<file path="src/rtl/fp_abs_pkg.sv">
package fp_abs_pkg;
  localparam int FLAG_W  = 5;
  localparam int INV_BIT = 4;
  localparam int IFZ_BIT = 3;
  localparam int OFZ_BIT = 2;
  localparam int OVF_BIT = 1;
  localparam int UNF_BIT = 0;
  localparam logic [FLAG_W-1:0] UNIT_MASK = FLAG_W'((1 << INV_BIT) | (1 << IFZ_BIT));

  typedef struct packed {
    logic capture;   // load stage 0 with a fresh operation
    logic flagForm;  // stage 0 keeps the flag vector instead of the magnitude
  } dpStrobe_t;
endpackage

</file>
<file path="src/rtl/fp_abs_dp.sv">
module fp_abs_dp
  import fp_abs_pkg::*;
#(
  parameter int EXP_W   = 8,
  parameter int MAN_W   = 23,
  parameter int LATENCY = 3,
  localparam int DATA_W = 1 + EXP_W + MAN_W
) (
  input  logic              clk,
  input  logic              rstN,
  input  dpStrobe_t         strobe,
  input  logic [DATA_W-1:0] srcOperand,
  output logic [DATA_W-1:0] outData,
  output logic [FLAG_W-1:0] outFlags
);
  logic [EXP_W-1:0]  expField;
  logic [MAN_W-1:0]  manField;
  logic              expZero, expOnes, manZero, quietBit;
  logic [DATA_W-1:0] magnitude;
  logic [FLAG_W-1:0] rawFlags;
  logic [DATA_W-1:0] stageIn;

  logic [DATA_W-1:0] resPipe [LATENCY];
  logic [FLAG_W-1:0] flgPipe [LATENCY];

  assign expField = srcOperand[DATA_W-2 -: EXP_W];
  assign manField = srcOperand[MAN_W-1:0];
  assign expZero  = (expField == '0);
  assign expOnes  = (expField == '1);
  assign manZero  = (manField == '0);
  assign quietBit = manField[MAN_W-1];

  // classification and result selection
  always_comb begin
    rawFlags  = '0;
    magnitude = {1'b0, srcOperand[DATA_W-2:0]};
    if (expZero && !manZero) begin
      magnitude         = '0;
      rawFlags[IFZ_BIT] = 1'b1;
    end else if (expOnes && !manZero) begin
      magnitude = '1;
      if (!quietBit) rawFlags[INV_BIT] = 1'b1;
    end
  end

  assign stageIn = strobe.flagForm ? {{(DATA_W-FLAG_W){1'b0}}, rawFlags} : magnitude;

  always_ff @(posedge clk or negedge rstN) begin
    if (!rstN) begin
      resPipe[0] <= '0;
      flgPipe[0] <= '0;
    end else if (strobe.capture) begin
      resPipe[0] <= stageIn;
      flgPipe[0] <= rawFlags;
    end
  end

  for (genvar s = 1; s < LATENCY; s++) begin : g_stage
    always_ff @(posedge clk or negedge rstN) begin
      if (!rstN) begin
        resPipe[s] <= '0;
        flgPipe[s] <= '0;
      end else begin
        resPipe[s] <= resPipe[s-1];
        flgPipe[s] <= flgPipe[s-1];
      end
    end
  end

  assign outData  = resPipe[LATENCY-1];
  assign outFlags = flgPipe[LATENCY-1];

  a_r4_r5_nan_all_ones: assert property (@(posedge clk) disable iff (!rstN)
    (strobe.capture && !strobe.flagForm && expOnes && !manZero) |=> (resPipe[0] == '1));

  a_r3_subnormal_flush: assert property (@(posedge clk) disable iff (!rstN)
    (strobe.capture && !strobe.flagForm && expZero) |=> (resPipe[0] == '0));

  a_r2_sign_cleared: assert property (@(posedge clk) disable iff (!rstN)
    (strobe.capture && !strobe.flagForm) |=> (!resPipe[0][DATA_W-1] || resPipe[0] == '1));
endmodule

</file>
<file path="src/rtl/fp_abs_ctrl.sv">
module fp_abs_ctrl
  import fp_abs_pkg::*;
#(
  parameter int LATENCY = 3
) (
  input  logic              clk,
  input  logic              rstN,
  input  logic              issueValid,
  input  logic              issueGuardLsb,
  input  logic              issueFlagsOnly,
  input  logic [FLAG_W-1:0] finalFlags,
  input  logic [FLAG_W-1:0] extUpdate,
  input  logic              swWrite,
  input  logic [FLAG_W-1:0] swData,
  output dpStrobe_t         strobe,
  output logic              wbValid,
  output logic [FLAG_W-1:0] flagsQ
);
  logic [LATENCY-1:0] livePipe;
  logic [LATENCY-1:0] formPipe;
  logic               commit;
  logic [FLAG_W-1:0]  unitUpd;
  logic [FLAG_W-1:0]  flagsNext;

  assign strobe.capture  = issueValid;
  assign strobe.flagForm = issueFlagsOnly;

  always_ff @(posedge clk or negedge rstN) begin
    if (!rstN) begin
      livePipe <= '0;
      formPipe <= '0;
    end else begin
      livePipe[0] <= issueValid & issueGuardLsb;
      formPipe[0] <= issueFlagsOnly;
      for (int i = 1; i < LATENCY; i++) begin
        livePipe[i] <= livePipe[i-1];
        formPipe[i] <= formPipe[i-1];
      end
    end
  end

  assign wbValid   = livePipe[LATENCY-1];
  assign commit    = wbValid & ~formPipe[LATENCY-1];
  assign unitUpd   = commit ? (finalFlags & UNIT_MASK) : '0;
  assign flagsNext = (swWrite ? swData : flagsQ) | unitUpd | extUpdate;

  always_ff @(posedge clk or negedge rstN) begin
    if (!rstN) flagsQ <= '0;
    else       flagsQ <= flagsNext;
  end

  a_r9_sticky_no_clear: assert property (@(posedge clk) disable iff (!rstN)
    !swWrite |=> ((flagsQ & $past(flagsQ)) == $past(flagsQ)));

  a_r6_quiet_without_writeback: assert property (@(posedge clk) disable iff (!rstN)
    (!swWrite && extUpdate == '0 && !wbValid) |=> (flagsQ == $past(flagsQ)));

  a_r8_unit_bits_only: assert property (@(posedge clk) disable iff (!rstN)
    (!swWrite && extUpdate == '0) |=> (((flagsQ ^ $past(flagsQ)) & ~UNIT_MASK) == '0));
endmodule

</file>
<file path="src/rtl/fp_abs_unit.sv">
module fp_abs_unit
  import fp_abs_pkg::*;
#(
  parameter int EXP_W   = 8,
  parameter int MAN_W   = 23,
  parameter int LATENCY = 3,
  localparam int DATA_W = 1 + EXP_W + MAN_W
) (
  input  logic              clk,
  input  logic              rstN,
  input  logic              issueValid,
  input  logic              issueGuardLsb,
  input  logic              issueFlagsOnly,
  input  logic [DATA_W-1:0] srcOperand,
  input  logic [FLAG_W-1:0] extUpdate,
  input  logic              swWrite,
  input  logic [FLAG_W-1:0] swData,
  output logic              wbValid,
  output logic [DATA_W-1:0] wbData,
  output logic [FLAG_W-1:0] flagsOut
);
  dpStrobe_t         strobe;
  logic [FLAG_W-1:0] finalFlags;

  fp_abs_ctrl #(.LATENCY(LATENCY)) u_ctrl (
    .clk(clk), .rstN(rstN),
    .issueValid(issueValid), .issueGuardLsb(issueGuardLsb), .issueFlagsOnly(issueFlagsOnly),
    .finalFlags(finalFlags), .extUpdate(extUpdate),
    .swWrite(swWrite), .swData(swData),
    .strobe(strobe), .wbValid(wbValid), .flagsQ(flagsOut)
  );

  fp_abs_dp #(.EXP_W(EXP_W), .MAN_W(MAN_W), .LATENCY(LATENCY)) u_dp (
    .clk(clk), .rstN(rstN), .strobe(strobe), .srcOperand(srcOperand),
    .outData(wbData), .outFlags(finalFlags)
  );

  a_r10_reset_idle: assert property (@(posedge clk)
    !rstN |=> (!wbValid && flagsOut == '0) || rstN);
endmodule

</file>
<file path="config.mk">
export PLATFORM = sky130hd
export DESIGN_NAME = fp_abs_unit
export DESIGN_NICKNAME = d
export VERILOG_FILES = /design/src/rtl/fp_abs_pkg.sv /design/src/rtl/fp_abs_dp.sv /design/src/rtl/fp_abs_ctrl.sv /design/src/rtl/fp_abs_unit.sv
export SDC_FILE = /design/constraint.sdc
export NUM_CORES = 1
export LEC_CHECK = 0
export CAP_MARGIN = 20
export CORE_MARGIN = 2
export CORE_UTILIZATION = 25
export CTS_CLUSTER_SIZE = 8
export DETAILED_ROUTE_END_ITERATION = 12
export DONT_BUFFER_PORTS = 1
export PLACE_DENSITY = 0.5
export RECOVER_POWER = 25
export SYNTH_ARGS = -nofsm -noshare
export SYNTH_HDL_FRONTEND = slang
export SYNTH_SLANG_ARGS = --single-unit
</file>
<file path="constraint.sdc">
create_clock -name clk -period 1.35 [get_ports clk]
set_clock_uncertainty 0.05 [all_clocks]
set_input_delay 0.405 -clock clk [delete_from_list [all_inputs] [get_ports clk]]
set_output_delay 0.405 -clock clk [all_outputs]
set_load 0.02 [all_outputs]
</file>
-- After elaboration in Yosys (flattened, before gate mapping)
Index checks and enable logic that the tools add are counted.
- bits in writable memories: 0
- word-level logic and storage cells: 29
- ROM bits: 0
- input port bits: 48
- register bits after elaboration: 113
- output and inout port bits: 38
- latch bits: 0
- memories: 0
- add/sub/neg operators: 0
- $lt $le $gt $ge: 0
- shift-type cells: 0
- multiply operators: 0
- bitwise operators: 5
- muxes and demuxes: 9
- eq/ne operators: 1
- reduce and logical (&&, ||, !) cells: 5
- divide/modulo/power cells: 0
- operators with widths (operator ; number):
    $mux 32 ; 3
    $logic_not 23->1 ; 1
    $mux 5 ; 2
    $or 5x5->5 ; 2
    $eq 8x8->1 const B ; 1
    $logic_not 8->1 ; 1
    $mux 1 ; 4
    $and 1x1->1 ; 2
    $logic_and 1x1->1 ; 2
    $logic_not 1->1 ; 1
    $not 1->1 ; 1

-- Depth between registers and ports, before layout
- depth after elaboration: 6
- depth in mapped cells: 6

-- Cells and area by module
From an unflattened synthesis, not the netlist that was laid out.
- cell total of the unflattened synthesis: 297
- area, all modules: 4088.9 um^2
- modules (own cells, without submodules) (module ; times used ; sequential area each (um^2) ; cells each ; area each (um^2)):
    fp_abs_dp ; 1 ; 2552.4 ; 271 ; 3671.0
    fp_abs_ctrl ; 1 ; 275.3 ; 26 ; 417.9

-- Least setup slack after synthesis
No wires, ideal clock.
- path type: input -> register
- start point: input port srcOperand[24]
- end point: register u_dp.resPipe[66] (netlist bit)
- setup slack: -0.308 ns
- path buffers: 1
- data required time: 1.160 ns
- setup time: 0.140 ns
- arrival: 1.468 ns
- stages: 5
- cells stage by stage: or4_4 o21ai_2 o21a_4 buf_12 o22ai_2
- cells in the longest elaborated chain, start to end: 5
- elaborated cells on any way between the ends: 7
- classes of those cells: eq/ne (1); mux (3); reduce/logical (3)
- RTL lines (what ; line ; text):
    start: declaration ; fp_abs_unit.sv:14 ; input logic [DATA_W-1:0] srcOperand,
    $eq 8x8->1 ; fp_abs_dp.sv:29 ; assign expOnes = (expField == '1);
    $logic_and 1x1->1 ; fp_abs_dp.sv:40 ; end else if (expOnes && !manZero) begin
    $mux 32 ; fp_abs_dp.sv:40 ;
    $mux 32 (*) ; fp_abs_dp.sv:37 ; if (expZero && !manZero) begin
    $mux 32 (*) ; fp_abs_dp.sv:46 ; assign stageIn = strobe.flagForm ? {{(DATA_W-FLAG_W){1'b0}}, rawFlags} : magnitude;
    end: declaration ; fp_abs_dp.sv:23 ; logic [DATA_W-1:0] resPipe [LATENCY];
Every way passes the cells marked *; elsewhere a longest branch is shown, timed or not.
A chain may end at the register's enable or synchronous reset.

-- Worst setup path in the final report
- start point: register u_ctrl.flagsQ[4]
- end point: output port flagsOut[4]
- RTL lines (what ; line ; text):
    start: declaration ; fp_abs_ctrl.sv:17 ; output logic [FLAG_W-1:0] flagsQ
    start signal: assignment ; fp_abs_ctrl.sv:49 ; else flagsQ <= flagsNext;
    end: declaration ; fp_abs_unit.sv:20 ; output logic [FLAG_W-1:0] flagsOut
No word-level cell between the ends.

==> impl_metrics.py <==
metrics = {
    "layout": {
        "most-common-layout-cells": "dfrtp_1 (108), inv_1 (35), o22ai_2 (19), clkbuf_16 (18), nor2_2 (16)",
        "nFillCells": 1635,
        "drive_gt1_share_pct": 33.11,
        "area_delta_synth_final_pct": 19.95,
        "num_antenna_cells": 0,
        "mostFrequentLayoutCell": "dfrtp_1",
        "nets": 330,
        "stdcell_count": 509,
        "final_area_um2": 4875,
    },
    "route": {
        "drcViolationCount": 0,
        "drt-vias-per-instance": 3.900,
        "postRouteAntennaNets": 0,
        "wl_per_cell_um": 15.06,
        "drt_iter0_markers": 76,
        "wirelength_um": 7668,
        "via_count": 1985,
        "drt_pass1_iterations": 4,
    },
    "grt": {
        "antenna_found_initial": 0,
        "grt_usage_pct": 9.522,
        "grt_max_degree": 114,
        "grt_pass1_vias": 2152,
        "grt-ovfl-total": 0,
        "grt_pass1_wl_um": 12200,
    },
    "critical_path": {
        "crit_required_ns": 0.90,
        "setup.worst_path.start": "u_ctrl.flagsQ[4]$_DFF_PN0_",
        "rrSetupSlack_ns": 0.28,
        "critPathMaxStageDelay_ns": 0.38,
        "critPathLaunchType": "flip-flop",
        "path_cells": "buf_6",
        "r2r_cells": 2,
        "r2r-end": "u_ctrl.flagsQ[3]$_DFF_PN0_",
        "critPathKind": "flip-flop to output pin",
        "crit_path_top_delay_cell": "dfrtp_1",
        "crit_cells": 1,
        "critical_path.top_delay_family": "flip-flops",
        "crit_buf_inv": 1,
        "worstPathMaxFanout": 2,
        "crit_path_end": "flagsOut[4]",
        "crit_path_end_kind": "output pin",
        "crit_arrival_ns": 0.91,
        "r2r_start": "u_ctrl.flagsQ[3]$_DFF_PN0_",
    },
    "synth": {
        "synth_compound_area_share_pct": 10.81,
        "synth_cell_types": 33,
        "synth_xor_xnor_area_share_pct": 0,
        "syn-num-nets": 341,
        "synth_mux_area_share_pct": 0.8313,
        "synth_async_sr_flop_share_pct": 100.0,
        "synth_fa_ha_area_share_pct": 0,
        "synth_cells": 293,
        "yosysTopAreaCell": "dfrtp_1",
        "ys_seq_elements": 113,
        "synth_top_family_by_area": "buffers and inverters",
        "netlist.area_leader.share_pct": 69.58,
        "yosysSeqAreaShare_pct": 69.58,
        "synth_area_um2": 4064,
        "synth_area_per_cell_um2": 13.87,
        "synth-edff-count": 0,
        "synth-simple-area-share_pct": 7.297,
        "synthTopCellsByArea": "dfrtp_1 (70%), o22ai_2 (6.5%), buf_4 (5.9%), inv_1 (3.2%), nor2_1 (2.2%)",
        "yosysWarnings": 0,
        "ys.flop_type": "dfrtp_1",
    },
    "status": {
        "violations": "negative hold slack, negative setup slack",
        "status": "complete, but fails checks",
    },
    "floorplan": {
        "die_y_um": 131.5,
        "die_w_um": 131.5,
        "io_pins": 86,
        "rows": 46,
        "core_area_um2": 15890,
        "start_util_pct": 25.58,
        "die_area_um2": 17290,
    },
    "power_and_ir_drop": {
        "intPower_mw": 6.625,
        "p_clk_share_pct": 50.9,
        "p_leak_nw": 2.148,
        "seq_power_share_pct": 46.0,
        "power_density_nw_per_um2": 1715,
        "power_frac_comb_pct": 3.2,
        "total_power_mw": 8.360,
        "peakVddDrop_v": 0.0008257,
        "sw_frac_of_total_pct": 20.76,
        "power.switching_mw": 1.736,
    },
    "placement": {
        "dp_cells": 477,
        "portBuffers": 0,
        "globalplace.congestion": 0.6917,
        "placed_cell_area_um2": 4170,
        "dp_hpwl_um": 4863,
    },
    "clocking": {
        "cts_tree": "built",
        "cts_made_buffers": 17,
        "clockRootBuffer": "clkbuf_16",
        "path_clk_slew_ns": 0.05,
        "cts_max_level": 4,
        "cts_buffer_depth": 2,
        "numClockSinks": 113,
        "hold_buffers": 1,
        "worstSkewPairLatency_ns": 0.40,
    },
    "timing": {
        "fmax_mhz": 732.2,
        "timing.hold.ws_ns": -0.3531,
        "setup_tns_ns": -0.05193,
        "finalHoldViolCount": 113,
        "slew_headroom_pct": 78.69,
        "setup_violations": 8,
        "finalCritPeriodShare_pct": 101.2,
        "setup_slack_ns": -0.01575,
        "rsz0062_at_grt": "yes",
        "finalMaxSlewViolations": 0,
        "min_period_ns": 1.366,
        "tightest_slew_ns": 0.3185,
    },
    "flow_run": {
        "cap_violations": 0,
    },
    "worst_hold_path": {
        "hp-class": "input port to async pin",
    },
}
==> power by group through the flow <==
stage / registers (mW) / clock network (mW) / logic, mW
after global placement: 3.89 / 0 / 0.230
after floorplan: 3.76 / 0 / 0.434
after global routing: 3.87 / 4.58 / 0.291
final: 3.84 / 4.25 / 0.264
after CTS: 3.85 / 4.41 / 0.242
after detailed placement: 3.90 / 0 / 0.234
==> Yosys cell counts (2+ instances only) <==
library cell   number
clkbuf_1            3
buf_4              32
buf_12              2
mux2_2              3
dfrtp_1           113
buf_2               3
o22ai_2            21
nor4_1              5
nand3b_1            8
inv_1              35
dlygate4sd1_1       2
a311o_1             2
o21ai_0             9
o22ai_1             3
nand3_1             2
nor2b_1             4
a211o_1             3
nand4_1             3
nor2_1             24
nand2_1             2
or4_4               2
==> flip-flops by register name, indices dropped and copies added, names as in the netlist <==
register,cells
u_ctrl.flagsQ,5
u_ctrl.formPipe,3
u_ctrl.livePipe,3
u_dp.flgPipe,4
u_dp.outData,32
u_dp.outFlags,2
u_dp.resPipe,64
==> logic make-up (layout without fill, tap and decap cells) <==
| group | after synthesis | in the layout |
|---|---|---|
| flip-flops | 113 | 113 |
| buffers and inverters | 78 | 78 |
| AND/OR/NAND/NOR | 55 | 55 |
| AO/OA/AOI/OAI | 44 | 44 |
| multiplexers | 3 | 3 |
==> layer usage <==
| metal | share of wire (%) | wire, µm | global-route usage (%) |
|---|---|---|---|
| met1 | 42 | 3196 | 10.88 |
| met2 | 47 | 3638 | 13.87 |
| met3 | 8.4 | 647 | 5.748 |
| met4 | 2.4 | 185 | 5.012 |
| met5 | 0 | 0 | 0 |
==> cell type report <==
cell class                      count  area (µm²)  area share (%)
Inverter                           35       131.4           2.695
Clock inverter                      5       78.83           1.617
Sequential cell                   113        2834           58.14
Timing Repair Buffer               13       162.7           3.337
Multi-Input combinational cell    102       912.1           18.71
Clock buffer                       25       485.5           9.959
Tap cell                          216       270.3           5.544
==> metrics by stage <==
stage	setup slack (ns)	utilization, %	hold slack, ns
6_report	-0.01575	30.69	-0.3531
5_1_grt	-0.07418	30.69	-0.3857
4_1_cts	-0.04622	30.04	-0.3790
3_5_place_dp	-0.5683	26.25	0.06157
3_3_place_gp	-0.5519	26.25	0.06158
2_1_floorplan	-0.2962	-	0.05941
==> worst min-delay path by stage <==
stage / cells past startpoint / start / endpoint
2_1_floorplan: 0 / rstN / u_ctrl.flagsQ[0]$_DFF_PN0_
3_3_place_gp: 0 / rstN / u_dp.resPipe[55]$_DFF_PN0_
3_5_place_dp: 0 / rstN / u_dp.resPipe[55]$_DFF_PN0_
4_1_cts: 0 / rstN / u_dp.resPipe[40]$_DFF_PN0_
5_1_grt: 0 / rstN / u_dp.resPipe[55]$_DFF_PN0_
6_report: 0 / rstN / u_dp.resPipe[55]$_DFF_PN0_
==> repair_timing <==
| item | CTS | global route |
|---|---|---|
| setup endpoints to repair | 30 | 29 |
| setup buffers | 0 | 0 |
| resized for setup | 7 | 26 |
| hold endpoints to repair | 114 | 113 |
| pin swaps | 4 | 3 |
| cloned | 0 | 1 |
(Power assumes the default switching activity.)
